==> config.mk <==
export PLATFORM = sky130hd
export DESIGN_NAME = adc_cmd_seq
export DESIGN_NICKNAME = d
export VERILOG_FILES = /design/src/rtl/adc_seq_pkg.sv /design/src/rtl/adc_cmd_reg.sv /design/src/rtl/adc_trig.sv /design/src/rtl/adc_accum.sv /design/src/rtl/adc_cmd_seq.sv
export SDC_FILE = /design/constraint.sdc
export NUM_CORES = 1
export LEC_CHECK = 0
export BUFFER_PORTS_ARGS = -buffer_cell sky130_fd_sc_hd__buf_2
export CORE_MARGIN = 2
export CORE_UTILIZATION = 60
export DETAILED_ROUTE_END_ITERATION = 10
export PLACE_DENSITY = 0.87
export REMOVE_ABC_BUFFERS = 1
export SYNTH_ARGS = -nofsm -noshare
export SYNTH_HDL_FRONTEND = slang
export SYNTH_HIERARCHICAL = 1
export SYNTH_SLANG_ARGS = --single-unit
==> constraint.sdc <==
create_clock -name clk -period 8.4 [get_ports clk]
set_clock_uncertainty 0.15 [all_clocks]
set_input_delay 0.42 -clock clk [delete_from_list [all_inputs] [get_ports clk]]
set_output_delay 0.42 -clock clk [all_outputs]
set_load 0.05 [all_outputs]
==> src/rtl/adc_seq_pkg.sv <==
package adc_seq_pkg;

   typedef enum logic [2:0] {
      MD_S8   = 3'd0,
      MD_S12  = 3'd1,
      MD_SER  = 3'd2,
      MD_SERS = 3'd3,
      MD_BUR  = 3'd4,
      MD_BURS = 3'd5
   } mode_e;

   typedef enum logic [2:0] {
      SS_STOP = 3'd0,
      SS_IMM  = 3'd1,
      SS_POS  = 3'd2,
      SS_NEG  = 3'd3,
      SS_EVT  = 3'd4
   } src_e;

   typedef enum logic [1:0] {
      ST_IDLE = 2'd0,
      ST_REQ  = 2'd1,
      ST_WAIT = 2'd2
   } seq_state_e;

   function automatic logic is_accum(mode_e m);
      return (m >= MD_SER) && (m <= MD_BURS);
   endfunction

   function automatic logic is_burst(mode_e m);
      return (m == MD_BUR) || (m == MD_BURS);
   endfunction

   function automatic logic is_scaled(mode_e m);
      return (m == MD_SERS) || (m == MD_BURS);
   endfunction

endpackage

==> src/rtl/adc_cmd_reg.sv <==
module adc_cmd_reg
   import adc_seq_pkg::*;
(
   input  logic       clk,
   input  logic       rst_n,
   input  logic       enable,
   input  logic       free_run,
   input  logic       we,
   input  logic [7:0] wdata,
   input  logic       seq_end,
   output logic [7:0] rdata,
   output logic       diff,
   output mode_e      mode,
   output src_e       src,
   output logic       acc_clr
);

   logic  diff_q;
   mode_e mode_q;
   src_e  src_q;
   mode_e w_mode;
   src_e  w_src;

   always_comb begin
      if (wdata[6:4] > 3'd5) w_mode = MD_S12;
      else                   w_mode = mode_e'(wdata[6:4]);
      if (wdata[2:0] > 3'd4)                    w_src = SS_STOP;
      else if (wdata[2:0] == 3'd1 && !enable)  w_src = SS_STOP;
      else                                      w_src = src_e'(wdata[2:0]);
   end

   always_ff @(posedge clk or negedge rst_n) begin
      if (!rst_n) begin
         diff_q <= 1'b0;
         mode_q <= MD_S8;
         src_q  <= SS_STOP;
      end else if (we) begin
         diff_q <= wdata[7];
         mode_q <= w_mode;
         src_q  <= w_src;
      end else if (seq_end && src_q == SS_IMM && !free_run) begin
         src_q  <= SS_STOP;
      end
   end

   assign acc_clr = we && is_accum(mode_q) && !is_accum(w_mode);
   assign diff    = diff_q;
   assign mode    = mode_q;
   assign src     = src_q;
   assign rdata   = {diff_q, mode_q, 1'b0, src_q};

   AST_IMM_NEEDS_ENABLE: assert property (@(posedge clk) disable iff (!rst_n)
      (we && wdata[2:0] == 3'd1 && !enable) |=> (src == SS_STOP));
   AST_RSV_MODE: assert property (@(posedge clk) disable iff (!rst_n)
      (we && wdata[6:4] > 3'd5) |=> (mode == MD_S12));
   AST_RSV_SRC: assert property (@(posedge clk) disable iff (!rst_n)
      (we && wdata[2:0] > 3'd4) |=> (src == SS_STOP));
   AST_BIT3_ZERO: assert property (@(posedge clk) disable iff (!rst_n)
      we |=> (rdata[3] == 1'b0));

endmodule

==> src/rtl/adc_trig.sv <==
module adc_trig
   import adc_seq_pkg::*;
#(
   parameter bit EVT_EDGE = 1'b0
)(
   input  logic clk,
   input  logic rst_n,
   input  logic enable,
   input  logic idle,
   input  src_e src,
   input  logic posmux_we,
   input  logic negmux_we,
   input  logic event_in,
   output logic fire
);

   logic evt_p;
   logic hit;

   generate
      if (EVT_EDGE) begin : g_evt_edge
         logic evt_d;
         always_ff @(posedge clk or negedge rst_n) begin
            if (!rst_n) evt_d <= 1'b0;
            else        evt_d <= event_in;
         end
         assign evt_p = event_in & ~evt_d;
      end else begin : g_evt_pulse
         assign evt_p = event_in;
      end
   endgenerate

   always_comb begin
      case (src)
         SS_IMM:  hit = 1'b1;
         SS_POS:  hit = posmux_we;
         SS_NEG:  hit = negmux_we;
         SS_EVT:  hit = evt_p;
         default: hit = 1'b0;
      endcase
   end

   assign fire = enable & idle & hit;

endmodule

==> src/rtl/adc_accum.sv <==
module adc_accum #(
   parameter int DW = 12,
   parameter int AW = 18
)(
   input  logic          clk,
   input  logic          rst_n,
   input  logic          clr,
   input  logic          add,
   input  logic          sgn,
   input  logic [DW-1:0] din,
   output logic [AW-1:0] sum_o
);

   logic [AW-1:0] acc_q;
   logic [AW-1:0] ext;

   generate
      if (AW < DW) begin : g_bad_aw
         $error("adc_accum: AW must not be below DW");
      end
   endgenerate

   always_comb begin
      if (sgn) ext = {{(AW-DW){din[DW-1]}}, din};
      else     ext = {{(AW-DW){1'b0}}, din};
   end

   assign sum_o = acc_q + ext;

   always_ff @(posedge clk or negedge rst_n) begin
      if (!rst_n)   acc_q <= '0;
      else if (clr) acc_q <= '0;
      else if (add) acc_q <= sum_o;
   end

   AST_ACC_CLEARED: assert property (@(posedge clk) disable iff (!rst_n)
      clr |=> (acc_q == '0));

endmodule

==> src/rtl/adc_cmd_seq.sv <==
module adc_cmd_seq
   import adc_seq_pkg::*;
#(
   parameter int DW       = 12,
   parameter int MAXL     = 6,
   parameter int SHMAX    = 4,
   parameter bit EVT_EDGE = 1'b0,
   localparam int AW      = DW + MAXL,
   localparam int LW      = $clog2(MAXL + 1),
   localparam int CW      = MAXL + 1
)(
   input  logic          clk,
   input  logic          rst_n,
   input  logic          enable,
   input  logic          free_run,
   input  logic          cmd_we,
   input  logic [7:0]    cmd_wdata,
   output logic [7:0]    cmd_rdata,
   input  logic          posmux_we,
   input  logic          negmux_we,
   input  logic          event_in,
   input  logic [LW-1:0] samp_log2,
   output logic          conv_start,
   output logic          conv_diff,
   input  logic          conv_done,
   input  logic [DW-1:0] conv_data,
   output logic          res_valid,
   output logic [AW-1:0] res_data
);

   generate
      if (DW < 8) begin : g_bad_dw
         $error("adc_cmd_seq: DW must be at least 8");
      end
      if (SHMAX > MAXL) begin : g_bad_sh
         $error("adc_cmd_seq: SHMAX must not exceed MAXL");
      end
   endgenerate

   logic       diff;
   mode_e      mode;
   src_e       src;
   logic       cmd_clr;
   logic       seq_end;
   logic       fire;
   seq_state_e state_q, state_d;

   logic [CW-1:0] cnt_q;
   logic [LW-1:0] lg;
   logic [LW-1:0] sh_amt;
   logic [CW-1:0] n_target;
   logic          abort;
   logic          took;
   logic          last;
   logic          acc_add;
   logic          acc_clr;
   logic [AW-1:0] sum_w;
   logic [AW-1:0] single_w;
   logic [AW-1:0] scaled_w;
   logic          vld_q;
   logic [AW-1:0] res_q;

   adc_cmd_reg u_cmd (
      .clk      (clk),
      .rst_n    (rst_n),
      .enable   (enable),
      .free_run (free_run),
      .we       (cmd_we),
      .wdata    (cmd_wdata),
      .seq_end  (seq_end),
      .rdata    (cmd_rdata),
      .diff     (diff),
      .mode     (mode),
      .src      (src),
      .acc_clr  (cmd_clr)
   );

   adc_trig #(.EVT_EDGE(EVT_EDGE)) u_trig (
      .clk       (clk),
      .rst_n     (rst_n),
      .enable    (enable),
      .idle      (state_q == ST_IDLE),
      .src       (src),
      .posmux_we (posmux_we),
      .negmux_we (negmux_we),
      .event_in  (event_in),
      .fire      (fire)
   );

   assign lg       = (samp_log2 > LW'(MAXL)) ? LW'(MAXL) : samp_log2;
   assign sh_amt   = is_scaled(mode) ? ((lg > LW'(SHMAX)) ? LW'(SHMAX) : lg) : '0;
   assign n_target = CW'(1) << lg;

   assign abort   = (state_q != ST_IDLE) && (src == SS_STOP);
   assign took    = (state_q == ST_WAIT) && conv_done && !abort;
   assign last    = !is_accum(mode) || ((cnt_q + CW'(1)) == n_target);
   assign acc_add = took && is_accum(mode) && !last;
   assign acc_clr = cmd_clr || (took && is_accum(mode) && last);

   adc_accum #(.DW(DW), .AW(AW)) u_acc (
      .clk   (clk),
      .rst_n (rst_n),
      .clr   (acc_clr),
      .add   (acc_add),
      .sgn   (diff),
      .din   (conv_data),
      .sum_o (sum_w)
   );

   always_comb begin
      if (mode == MD_S8) begin
         if (diff) single_w = {{(AW-8){conv_data[DW-1]}}, conv_data[DW-1 -: 8]};
         else      single_w = {{(AW-8){1'b0}}, conv_data[DW-1 -: 8]};
      end else begin
         if (diff) single_w = {{(AW-DW){conv_data[DW-1]}}, conv_data};
         else      single_w = {{(AW-DW){1'b0}}, conv_data};
      end
      if (diff) scaled_w = AW'($signed(sum_w) >>> sh_amt);
      else      scaled_w = sum_w >> sh_amt;
   end

   always_comb begin
      state_d = state_q;
      seq_end = 1'b0;
      case (state_q)
         ST_IDLE: if (fire) state_d = ST_REQ;
         ST_REQ:  state_d = abort ? ST_IDLE : ST_WAIT;
         ST_WAIT: begin
            if (abort) begin
               state_d = ST_IDLE;
            end else if (conv_done) begin
               if (is_burst(mode) && !last) begin
                  state_d = ST_REQ;
               end else begin
                  state_d = ST_IDLE;
                  seq_end = 1'b1;
               end
            end
         end
         default: state_d = ST_IDLE;
      endcase
   end

   always_ff @(posedge clk or negedge rst_n) begin
      if (!rst_n) begin
         state_q <= ST_IDLE;
         cnt_q   <= '0;
         vld_q   <= 1'b0;
         res_q   <= '0;
      end else begin
         state_q <= state_d;
         vld_q   <= 1'b0;
         if (cmd_clr) begin
            cnt_q <= '0;
         end else if (acc_add) begin
            cnt_q <= cnt_q + CW'(1);
         end
         if (took && last) begin
            vld_q <= 1'b1;
            res_q <= is_accum(mode) ? scaled_w : single_w;
            cnt_q <= '0;
         end
      end
   end

   assign conv_start = (state_q == ST_REQ);
   assign conv_diff  = diff;
   assign res_valid  = vld_q;
   assign res_data   = res_q;

   AST_START_PULSE: assert property (@(posedge clk) disable iff (!rst_n)
      conv_start |=> !conv_start);
   AST_NO_START_PENDING: assert property (@(posedge clk) disable iff (!rst_n)
      (state_q == ST_WAIT && !conv_done) |=> !conv_start);
   AST_DISABLED_IDLE: assert property (@(posedge clk) disable iff (!rst_n)
      (!enable && state_q == ST_IDLE) |=> (state_q == ST_IDLE));
   AST_ABORT_IDLE: assert property (@(posedge clk) disable iff (!rst_n)
      (src == SS_STOP && state_q == ST_WAIT && !cmd_we) |=> (state_q == ST_IDLE && !res_valid));
   AST_VALID_PULSE: assert property (@(posedge clk) disable iff (!rst_n)
      res_valid |=> !res_valid);

endmodule

# Word-level counts from Yosys, hierarchy flattened
# Cells that the tools add are included.
classes:
  n_addsub: 2
  magnitude_cmp: 8
  eq_ne: 13
  shift: 3
  mux: 30
  n_bitwise: 2
  n_reduce_logical: 33
op_table:
  columns: ["operator", "n"]
  rows:
  - ["18-bit two-way mux", 7]
  - ["3-bit two-way mux", 8]
  - ["7-bit two-way mux", 3]
  - ["18-bit adder", 1]
  - ["18-bit by 3-bit >> shifter with 18-bit output", 1]
  - ["18-bit by 3-bit >>> shifter with 18-bit output", 1]
  - ["1-bit logical AND", 15]
  - ["3-bit greater-than comparator (second input constant)", 4]
  - ["3-bit by 2-bit == test with 1-bit output (second input constant)", 3]
  - ["3-bit == test (second input constant)", 3]
  - ["2-bit two-way mux", 4]
  - ["7-bit by 1-bit adder with 7-bit output (second input constant)", 1]
  - ["7-bit == test", 1]
  - ["1-bit by 3-bit << shifter with 7-bit output (first input constant)", 1]
  - ["3-bit by 1-bit == test with 1-bit output (second input constant)", 2]
  - ["3-bit by 2-bit greater-or-equal comparator with 1-bit output (second input constant)", 2]
  - ["3-bit <= comparator (second input constant)", 2]
  - ["1-bit zero test", 6]
  - ["3-bit zero test", 2]
  - ["1-bit two-way mux", 6]
  - ["2-bit case mux with 3 select lines", 1]
  - ["2-bit nonzero test", 3]
  - ["1-bit logical OR", 4]
  - ["1-bit case mux with 4 select lines", 1]
  - ["other kinds (8)", 9]
word_totals:
  register_bits: 53
  out_inout_bits: 29

# Longest topological paths before layout
logic_depth:
  depth_word: 15
  ltp_mapped: 15
  depth_no_buf: 14

# By module
# Netlist, hierarchy kept.
by_module_without_submodules:
  columns: ["module", "instances", "cells_per_inst", "area_per_inst_um2", "seq_area_each_um2"]
  rows:
  - ["adc_cmd_seq", 1, 269, 2313.5, 700.7]
  - ["adc_accum", 1, 191, 1622.8, 450.4]
  - ["adc_cmd_reg", 1, 39, 410.4, 175.2]
  - ["adc_trig", 1, 6, 41.3, 0.0]

# Least setup slack after synthesis
# No wires, ideal clock.
synth_timing:
  path_kind: "input to register"
  start: "in conv_data[0]"
  end: "reg res_q[4] (netlist: res_data[4])"
  setup_ps: 125
  arrival_ps: 3115
  required_ps: 8125
  slack_ps: 5011
  cell_stages: 12
  path_buffers: 0
  path_cell_list: "ha_1 fa_1 a21o_1 a21oi_1 o31ai_1 a2111oi_0 nor3_1 xor2_1 mux2i_1 nand2_1 a221o_1 mux2_2"
synth_between:
  elab_chain_cells: 5
synth_lines:
  columns: ["item", "line_no", "rtl"]
  rows:
  - ["from (decl)", "adc_cmd_seq.sv:26", "input logic [DW-1:0] conv_data,"]
  - ["18-bit two-way mux *", "adc_accum.sv:24", "if (sgn) ext = {{(AW-DW){din[DW-1]}}, din};"]
  - ["18-bit adder *", "adc_accum.sv:28", "assign sum_o = acc_q + ext;"]
  - ["named net sum_w[10]", "adc_cmd_seq.sv:57", "logic [AW-1:0] sum_w;"]
  - ["18-bit by 3-bit >> shifter with 18-bit output / 18-bit by 3-bit >>> shifter with 18-bit output (equally long branches)", "adc_cmd_seq.sv:119, adc_cmd_seq.sv:118", null]
  - ["18-bit two-way mux *", "adc_cmd_seq.sv:118", "if (diff) scaled_w = AW'($signed(sum_w) >>> sh_amt);"]
  - ["18-bit two-way mux *", "adc_cmd_seq.sv:160", "res_q <= is_accum(mode) ? scaled_w : single_w;"]
  - ["to (signal assigned)", "adc_cmd_seq.sv:160", null]
  - ["to (decl)", "adc_cmd_seq.sv:61", "logic [AW-1:0] res_q;"]
# Mark *: on every way through the listed nets, which the timed path passes. The rest lies on a longest branch.
# A chain may end at the register's enable or synchronous reset.

# Worst setup path in the final report
layout_timing:
  start: "reg cnt_q[0]"
  end: "reg u_acc.acc_q[14]"
layout_between:
  elab_chain_cells: 6
layout_lines:
  columns: ["item", "line_no", "rtl"]
  rows:
  - ["from (decl)", "adc_cmd_seq.sv:48", "logic [CW-1:0] cnt_q;"]
  - ["from (signal assigned)", "adc_cmd_seq.sv:156", "cnt_q <= cnt_q + CW'(1);"]
  - ["7-bit by 1-bit adder with 7-bit output", "adc_cmd_seq.sv:96", "assign last = !is_accum(mode) || ((cnt_q + CW'(1)) == n_target);"]
  - ["7-bit == test", "adc_cmd_seq.sv:96", null]
  - ["1-bit logical OR", "adc_cmd_seq.sv:96", null]
  - ["1-bit zero test", "adc_cmd_seq.sv:97", "assign acc_add = took && is_accum(mode) && !last;"]
  - ["1-bit logical AND", "adc_cmd_seq.sv:97", null]
  - ["named net acc_add", "adc_cmd_seq.sv:55", "logic acc_add;"]
  - ["2-bit nonzero test (no line)", null, null]
  - ["to (signal assigned)", "adc_accum.sv:33", "else if (add) acc_q <= sum_o;"]
  - ["to (decl)", "adc_accum.sv:14", "logic [AW-1:0] acc_q;"]
# The timed path passes the listed nets, and every way through them passes these cells.

==> run metrics <==
status completed; core area 7180 µm²; GP Congestion roughly 0.9; area grow syn2layout 8.58%; clock latency on the worst-skew pair 0.32 ns; post-CTS setup buffer count 0; DRC violations left 0; power per cell area about 190 nW/µm²; Synth area leader dfrtp_1; layout cells sized above 1 0.192; DR vias ~4k; Critical Path RT ~8.5 ns; diodes inserted 0; register area share after synthesis 0.302; top-area cell type share of the netlist area 0.302; Fin. Hold Viols 0; crit share post-route 0.463; met3 wire len ~670 µm; Sink Count 53; Yosys Warn Count 6; Max Used Layer met4; arrival time worst endpoint approximately 4.0 ns; initial antenna violation count 0; RSZ-0062 raised after global routing false; synthesized area per cell just under 9 µm²; Setup WS post-layout 4.51 ns; leakage between 2 and 2.5 nW; count of final setup violators 0; clock tree buffer depth 2; most frequent cells in the layout 58 x buf_2, 57 x nand2_1, 53 x dfrtp_1; Vias per Instance roughly 6.2; min Tclk post-route 3.89 ns; Yosys cell types between 80 and 90; met2 wire length approximately 5300 µm; Synth Register Bits 53; Die Y between 80 and 90 µm; die width ~90 µm; pin count of the biggest net entering global routing 54; dpl hpwl approximately 8200 µm; WL per Instance ~17 µm; number of global-route vias before repair 3853; pre-CTS setup slack around 4.5 ns; critical path startpoint category flop; global-route wire length before repair around 18000 µm; Max Freq approximately 260 MHz; input/output buffers just under 60; hold buffer count at cts 0; Max Slew Vio Count 0; Reg2Reg Setup Slack 4.51 ns; Synth Flop Type dfrtp_1; met1 WL approximately 4800 µm; area of the die about 8000 µm²; H-Tree Depth 2; Worst-Margin Slew between 1 and 1.5 ns; total CTS buffers 5; CTS tree yes; root buffer cell clkbuf_8; critical-path maximum fanout 21; final std cells w/o fill ~640; Rows 31; 1st-iter DRT viols between 200 and 250; io pins just over 60; post-CTS sizing 0; # nets final a little under 600; Post-Synthesis Cells 505; post-route ant nets 0; Starting Density 0.612; FILL cells 594; Final Util 0.664; clock-pin slew on the worst setup and hold paths approximately 0.11 ns; most common cell after layout, fill and taps aside buf_2; dpl cells approximately 630; VDD IR max 0.0789 mV; total gr overflow 0; register area ~1300 µm²; Synth area leaders dfrtp_1 30%, mux2i_1 8.0%, a21oi_1 5.0%; Multi-input gate area between 2000 and 3000 µm²; TritonRoute pass-1 iters 5; EDFF count, synth 0; Routed Wire Length 11100 µm; Mapped Area approximately 4400 µm²; gr usage total 0.294; fraction of registers with async set/reset 1.00; Setup crit end kind flop; Hold WC Path Type primary input to asynchronous set/reset pin; CP Class flop to flop; Setup Total Neg Slack 0 ns; Max Cap Violations 0; max_slew headroom 0.323
==> path summary, 6_finish.rpt <==
| check | endpoint | from | cells after the start |
|---|---|---|---|
| max | u_acc/acc_q[14] | cnt_q[0] | 10 |
| min reg2reg | res_data[7] | res_data[7] | 1 |
| max in group asynchronous | res_data[7] | rst_n | 2 |
| min in group clk | u_cmd/src[0] | cmd_wdata[2] | 2 |
| max reg2reg | u_acc/acc_q[14] | cnt_q[0] | 10 |
| min | res_data[3] | rst_n | 2 |
==> layout make-up <==
class,count,share of cell area
repair buffers,61,0.0657
inverters,15,0.0123
clock buffers,7,0.0181
well taps,99,0.0260
clock inverters,1,0.00630
flip-flops and latches,53,0.278
multi-input cells,405,0.593
==> synthesized netlist by cell type, drive strengths merged (8+ instances only) <==
cell type and n:
nand2 58, dfrtp 53, a21oi 47, nor2 37
mux2i 35, o21ai 29, mux2 21, buf 20
nand3 17, inv 15, xnor2 15, nor3 14
ha 13, clkbuf 12, xor2 10, and3 8
==> cell families after synthesis <==
family,synth area share
other,0.000855
AO/OA/AOI/OAI,0.197
flip-flops,0.302
buffers and inverters,0.0536
XOR/XNOR,0.0550
multiplexers,0.146
adder cells (fa/ha/maj),0.0439
AND/OR/NAND/NOR,0.202
==> worst max-delay path, cell delays in order, from the launching register on <==
cell and delay, ns:
dfrtp_1 0.47, ha_1 0.27, xnor2_1 0.25, mux2i_1 0.11, o311ai_0 0.36, a21oi_2 0.13
a21oi_4 0.31, and2_1 0.85, inv_1 0.33, or3_1 0.43, a21oi_1 0.15
==> state kept, by name, indices dropped and copies added, names as in the netlist <==
| name | flops |
|---|---|
| res_data | 18 |
| u_acc/acc_q | 18 |
| cnt_q | 7 |
| u_cmd/mode | 3 |
| u_cmd/src | 3 |
| state_q | 2 |
| res_valid | 1 |
| u_cmd/diff | 1 |
==> per-layer routing <==
| layer | track usage | vias up |
|---|---|---|
| met5 | 0 | - |
| met4 | 0.125 | 0 |
| met3 | 0.0489 | 28 |
| met2 | 0.472 | 149 |
| met1 | 0.393 | 1894 |
| li1 | - | 1907 |
==> where the power goes <==
group          internal, mW  total [mW]  switching [mW]
registers             0.294       0.324          0.0298
logic                 0.127       0.399           0.272
clock network        0.0973       0.184          0.0870
total                 0.518       0.907           0.389
==> through the flow <==
step	instance area (µm²)	power, mW	hold slack, ns
finish	4760	0.907	0.0800
CTS	4760	0.907	0.113
detailed placement	4650	0.724	0.340
global route	4760	0.958	0.160
floorplan	4210	0.617	-0.0256
global placement	4650	0.714	0.336
(Power assumes the default switching activity.)
